`src/rtl/vcfg_pkg.sv`:
```
package vcfg_pkg;

    // Packed type register layout: illegal | mask-agn | tail-agn | sew | lmul
    typedef struct packed {
        logic       illegal;
        logic       mask_agn;
        logic       tail_agn;
        logic [2:0] sew;
        logic [2:0] lmul;
    } vtype_t;

    typedef enum logic [2:0] {
        LMUL_X1  = 3'd0,
        LMUL_X2  = 3'd1,
        LMUL_X4  = 3'd2,
        LMUL_X8  = 3'd3,
        LMUL_RSV = 3'd4,
        LMUL_F8  = 3'd5,
        LMUL_F4  = 3'd6,
        LMUL_F2  = 3'd7
    } lmul_code_e;

    localparam logic [2:0] SEW_CODE_MAX = 3'd3;

    // log2 of the element width in bits
    function automatic logic signed [7:0] sew_exp(input logic [2:0] code);
        return 8'sd3 + $signed({5'b00000, code});
    endfunction

    // log2 of the group multiplier: codes 5..7 map to -3..-1
    function automatic logic signed [7:0] lmul_exp(input logic [2:0] code);
        return code[2] ? $signed({5'b11111, code}) : $signed({5'b00000, code});
    endfunction

endpackage

```
`src/rtl/vcfg_decode.sv`:
```
module vcfg_decode
    import vcfg_pkg::*;
#(
    parameter int VLEN = 128,
    parameter int ELEN = 64,
    parameter int VL_W = 8
) (
    input  logic [2:0]      sew_code,
    input  logic [2:0]      lmul_code,
    output logic            legal,
    output logic [VL_W-1:0] vlmax
);
    localparam logic signed [7:0] LOG_VLEN = 8'($clog2(VLEN));
    localparam logic signed [7:0] LOG_ELEN = 8'($clog2(ELEN));

    logic signed [7:0] s_exp;
    logic signed [7:0] l_exp;
    logic signed [7:0] log_vm;

    always_comb begin
        s_exp  = sew_exp(sew_code);
        l_exp  = lmul_exp(lmul_code);
        log_vm = LOG_VLEN + l_exp - s_exp;
        legal  = (sew_code <= SEW_CODE_MAX)
              && (s_exp <= LOG_ELEN)
              && (lmul_code != LMUL_RSV)
              && (log_vm >= 8'sd0);
        vlmax  = legal ? (VL_W'(1) << log_vm[4:0]) : '0;
    end
endmodule

```
`src/rtl/vcfg_grant.sv`:
```
module vcfg_grant #(
    parameter int AVL_W   = 32,
    parameter int VL_W    = 8,
    parameter bit BALANCE = 1'b1
) (
    input  logic [AVL_W-1:0] avl,
    input  logic             use_max,
    input  logic             legal,
    input  logic [VL_W-1:0]  vlmax,
    output logic [VL_W-1:0]  vl
);
    localparam int CW = AVL_W + 2;

    logic [CW-1:0] avl_x;
    logic [CW-1:0] vm_x;
    logic [CW-1:0] mid_x;
    logic [CW-1:0] pick;

    assign avl_x = CW'(avl);
    assign vm_x  = CW'(vlmax);

    // Grant for the region between one and two full passes
    generate
        if (BALANCE) begin : g_balance
            assign mid_x = (avl_x + CW'(1)) >> 1;
        end else begin : g_full
            assign mid_x = vm_x;
        end
    endgenerate

    always_comb begin
        if (!legal)                    pick = '0;
        else if (use_max)              pick = vm_x;
        else if (avl_x <= vm_x)        pick = avl_x;
        else if (avl_x >= (vm_x << 1)) pick = vm_x;
        else                           pick = mid_x;
        vl = VL_W'(pick);
    end
endmodule

```
`src/rtl/vcfg_unit.sv`:
```
module vcfg_unit
    import vcfg_pkg::*;
#(
    parameter int VLEN    = 128,
    parameter int ELEN    = 64,
    parameter int AVL_W   = 32,
    parameter bit BALANCE = 1'b1,
    localparam int VL_W   = $clog2(VLEN) + 1
) (
    input  logic             clk,
    input  logic             rst,
    input  logic             req_valid,
    input  logic [AVL_W-1:0] req_avl,
    input  logic [2:0]       req_sew_code,
    input  logic [2:0]       req_lmul_code,
    input  logic             req_tail_agn,
    input  logic             req_mask_agn,
    input  logic             req_use_max,
    output logic [VL_W-1:0]  grant_vl,
    output logic [VL_W-1:0]  vl_q,
    output logic [8:0]       type_q
);
    logic            dec_legal;
    logic [VL_W-1:0] dec_vlmax;
    vtype_t          type_nxt;
    vtype_t          type_r;

    vcfg_decode #(.VLEN(VLEN), .ELEN(ELEN), .VL_W(VL_W)) u_decode (
        .sew_code  (req_sew_code),
        .lmul_code (req_lmul_code),
        .legal     (dec_legal),
        .vlmax     (dec_vlmax)
    );

    vcfg_grant #(.AVL_W(AVL_W), .VL_W(VL_W), .BALANCE(BALANCE)) u_grant (
        .avl     (req_avl),
        .use_max (req_use_max),
        .legal   (dec_legal),
        .vlmax   (dec_vlmax),
        .vl      (grant_vl)
    );

    always_comb begin
        type_nxt = '0;
        if (dec_legal) begin
            type_nxt.mask_agn = req_mask_agn;
            type_nxt.tail_agn = req_tail_agn;
            type_nxt.sew      = req_sew_code;
            type_nxt.lmul     = req_lmul_code;
        end else begin
            type_nxt.illegal  = 1'b1;
        end
    end

    always_ff @(posedge clk) begin
        if (rst) begin
            vl_q   <= '0;
            type_r <= '0;
        end else if (req_valid) begin
            vl_q   <= grant_vl;
            type_r <= type_nxt;
        end
    end

    assign type_q = type_r;
endmodule

```
`config.mk`:
```
export PLATFORM = sky130hd
export DESIGN_NAME = vcfg_unit
export DESIGN_NICKNAME = d
export VERILOG_FILES = /design/src/rtl/vcfg_pkg.sv /design/src/rtl/vcfg_decode.sv /design/src/rtl/vcfg_grant.sv /design/src/rtl/vcfg_unit.sv
export SDC_FILE = /design/constraint.sdc
export NUM_CORES = 1
export LEC_CHECK = 0
export ABC_AREA = 1
export BUFFER_PORTS_ARGS = -buffer_cell sky130_fd_sc_hd__buf_4
export CAP_MARGIN = 20
export CELL_PAD_IN_SITES_DETAIL_PLACEMENT = 0
export CELL_PAD_IN_SITES_GLOBAL_PLACEMENT = 2
export CORE_AREA = 8 8 96 98
export DETAILED_ROUTE_END_ITERATION = 6
export DIE_AREA = 0 0 104 106
export PLACE_DENSITY = 0.85
export SYNTH_ARGS = -nofsm -noshare
export SYNTH_HDL_FRONTEND = slang
export SYNTH_SLANG_ARGS = --single-unit
```
`constraint.sdc`:
```
create_clock -name clk -period 9.7 [get_ports clk]
set_input_delay 1.455 -clock clk [delete_from_list [all_inputs] [get_ports clk]]
set_output_delay 1.455 -clock clk [all_outputs]
set_load 0.05 [all_outputs]
```
==> run summary <==
Startpoint types -> primary input
Clock Path Buffers -> 2
Tot GR Track Use -> 10.8%
Cell mode on critical path -> nand2_1
CP max FO -> 11
Share of the yosys chip area belonging to registers -> 16.7%
Worst skew pair latency -> 0.25 ns
CP startpoint -> req_sew_code[0]
Final setup TNS -> 0 ns
Pin slew with the least headroom to its limit -> 0.666 ns
Setup violations, final -> 0
Hold-fix buffers, CTS -> 0
Clock root cell -> clkbuf_8
Critical Path Sink -> grant_vl[0]
TritonCTS Buffers -> 3
Die span in x -> 104 microns
Crit Path Class -> in -> out
Syn avg cell area -> 6.02 sq um
Post-Syn Area -> 0.00203 sq mm
Slowest cell on the critical path -> fa_1
H-Tree Depth -> 1
Slew Viols, Final -> 0
Pwr per Cell Area -> 75.3 mW/mm^2
Top sig layer -> met4
Die area -> 0.0110 sq mm
Worst vdd ir -> 0.0438 mV
DR iter-0 viols -> 99
Syn Inst Count -> 338
Row Count -> 33
Largest net degree at the start of global routing -> 12
Max Fclk -> 145 MHz
RSZ-0062 raised after global routing -> no
Design area -> 0.00270 sq mm
DR WL met3 -> 123 microns
First-pass GRT wire length -> 10.2 mm
Syn Nets -> 411
P_sw -> 70.9 uW
Number of global-route vias before repair -> 2,181
DRT antenna net count -> 0
HPWL Detailed -> 5.27 mm
Detail Route met2 WL -> 2.99 mm
Clk pin slew, worst setup/hold paths -> 0.06 ns
Critical Path Sink Type -> primary output
Flop pwr share -> 35.3%
I/O pins -> 69
Clock Skews -> 0 ns
CP delay by family, top -> simple AND/OR/NAND/NOR gates
Synth warn -> 0
First-pass iteration count of the detailed router -> 4
CP max stage delay -> 0.48 ns
GPL Wtd Cong -> 0.768
Number of fillers in the final layout -> 887
WP buf/inv -> 9
Worst reg2reg path depth -> 2
Die H -> 106 microns
Number of distinct library cells after synthesis -> 28
WP depth -> 29
Max Cap Viol -> 0
Layout cells sized above 1 -> 21.6%
Final Hold Vio Count -> 0
Synth Register Bits -> 17
Minimum clock period -> 6.89 ns
Final Cycle Share -> 71.1%
Area after DPL -> 0.00266 sq mm
Max transition margin -> 55.4%
Post-CTS resize count -> 0
Final wirelength -> 6.02 mm
Wl on met1 -> 2.90 mm
Area grow syn2layout -> 32.9%
Sinks on Clock Net -> 17
Total chip power -> 204 uW
Hold Path Stages -> 2
Combinational power share -> 39.6%
Status -> complete, no violations
IO Port Bufs -> 68
DRC errors left -> 0
GRT overflow -> 0
Pint -> 133 uW
Worst Hold Class -> reg -> reg
Antenna violations before repair -> 0
Required time worst endpoint -> 8.25 ns
Via Count -> 2,169
R2r startpoint -> type_q[7]$_SDFFE_PP0P_
Setup repair bufs after CTS -> 0
Capture point of the worst reg-to-reg path -> type_q[7]$_SDFFE_PP0P_
TritonCTS clock tree -> yes
Clock share of power -> 25.1%
Worst R2R Setup Slack -> 9.06 ns
WL per Instance -> 11.8 microns
Critical Path AT -> 5.44 ns
Diode count -> 0
Total leakage power -> 0.00152 uW
Initial Util -> 25.9%
Sw Share -> 34.8%
Nets -> 481
Core area -> 0.00785 sq mm
Vias per cell -> 4.24
==> Yosys cell counts <==
master / instances / area, sq um
nand2_1: 109 / 409
inv_1: 56 / 210
nand3_1: 36 / 180
nor2_1: 30 / 113
ha_1: 27 / 338
dfxtp_1: 17 / 340
a21oi_1: 10 / 50.1
a21boi_1: 6 / 45.0
nor2_2: 6 / 37.5
o21ai_1: 6 / 30.0
xor2_1: 6 / 52.6
inv_2: 3 / 11.3
o21ai_0: 3 / 15.0
o31ai_1: 3 / 22.5
clkbuf_1: 2 / 7.51
fa_1: 2 / 40.0
nand2_2: 2 / 12.5
nand3_2: 2 / 20.0
nor3_1: 2 / 10.0
xnor2_1: 2 / 17.5
a22oi_1: 1 / 7.51
and2_1: 1 / 6.26
buf_6: 1 / 11.3
nand4_1: 1 / 6.26
nand4_2: 1 / 12.5
nor2_4: 1 / 11.3
nor3_2: 1 / 10.0
or2_0: 1 / 6.26
==> power by group through the flow <==
| stage | logic [uW] | clock network, uW | registers (uW) |
|---|---|---|---|
| floorplan | 46.1 | 0 | 77.9 |
| global placement | 81.5 | 0 | 73.3 |
| detailed placement | 81.3 | 0 | 73.4 |
| CTS | 81.6 | 53.2 | 71.8 |
| global route | 91.3 | 58.5 | 71.9 |
| finish | 80.7 | 51.1 | 71.9 |
==> per-stage QoR <==
stage	utilization (%)	hold slack, ns	std cells	setup slack [ns]
2_1_floorplan	-	0.660	338	3.03
3_3_place_gp	33.9	0.428	508	2.82
3_5_place_dp	33.9	0.444	508	2.80
4_1_cts	34.4	0.456	512	2.77
5_1_grt	34.4	0.470	512	2.32
6_report	34.4	0.453	512	2.81
==> cell usage in the layout (no fill, tap or decap) <==
master,instances
a21boi_1,6
a21oi_1,10
a22oi_1,1
and2_1,1
buf_4,68
clkbuf_8,3
clkinv_2,1
dfxtp_1,17
fa_1,2
ha_1,27
inv_1,56
inv_2,3
nand2_1,109
nand2_2,2
nand3_1,36
nand3_2,2
nand4_1,1
nand4_2,1
nor2_1,30
nor2_2,6
nor2_4,1
nor3_1,2
nor3_2,1
o21ai_0,3
o21ai_1,6
o31ai_1,3
or2_0,1
xnor2_1,2
xor2_1,6
==> routing by layer <==
metal	track usage, %	up-vias
met5	0	-
met1	13.9	944
met2	19.4	28
li1	-	1195
met4	0.931	0
met3	1.21	2
==> worst min-delay path, delay by kind of cell (launching register included) <==
kind	cells	cell delay, ns
DFF	1	0.31
and+or+nand+nor	2	0.10
==> worst min path at each step <==
stage | from | endpoint | slack, ns
floorplan | type_q[5]$_SDFFE_PP0P_ | type_q[5]$_SDFFE_PP0P_ | 0.66
CTS | vl_q[5]$_SDFFE_PP0P_ | vl_q[5]$_SDFFE_PP0P_ | 0.46
global route | vl_q[5]$_SDFFE_PP0P_ | vl_q[5]$_SDFFE_PP0P_ | 0.47
finish | vl_q[0]$_SDFFE_PP0P_ | vl_q[0]$_SDFFE_PP0P_ | 0.45
detailed placement | vl_q[5]$_SDFFE_PP0P_ | vl_q[5]$_SDFFE_PP0P_ | 0.44
global placement | type_q[5]$_SDFFE_PP0P_ | type_q[5]$_SDFFE_PP0P_ | 0.43
==> area by class of cell <==
class | count | area, sq um | share of cell area (%)
clock buffer | 3 | 41.3 | 1.53
clock inverter | 1 | 5.00 | 0.185
inverter | 59 | 221 | 8.19
multi-input combinational | 259 | 1450 | 53.7
sequential | 17 | 340 | 12.6
tap | 105 | 131 | 4.86
timing repair buffer | 68 | 510 | 18.9
==> kinds of logic (layout without fill, tap and decap cells) <==
group,after synthesis,count (layout),synth area share (%)
AOI/OAI and AO/OA,29,29,8.37
xor gates and xnor gates,8,8,3.45
adders and majority gates,29,29,18.6
buffers and inverters,62,131,11.8
DFF,17,17,16.7
and+or+nand+nor,193,193,41.0
==> state kept, by name (all words and copies together) (netlist names) <==
| register | cells |
|---|---|
| type_q | 9 |
| vl_q | 8 |
Power figures use the tool's default switching activity.
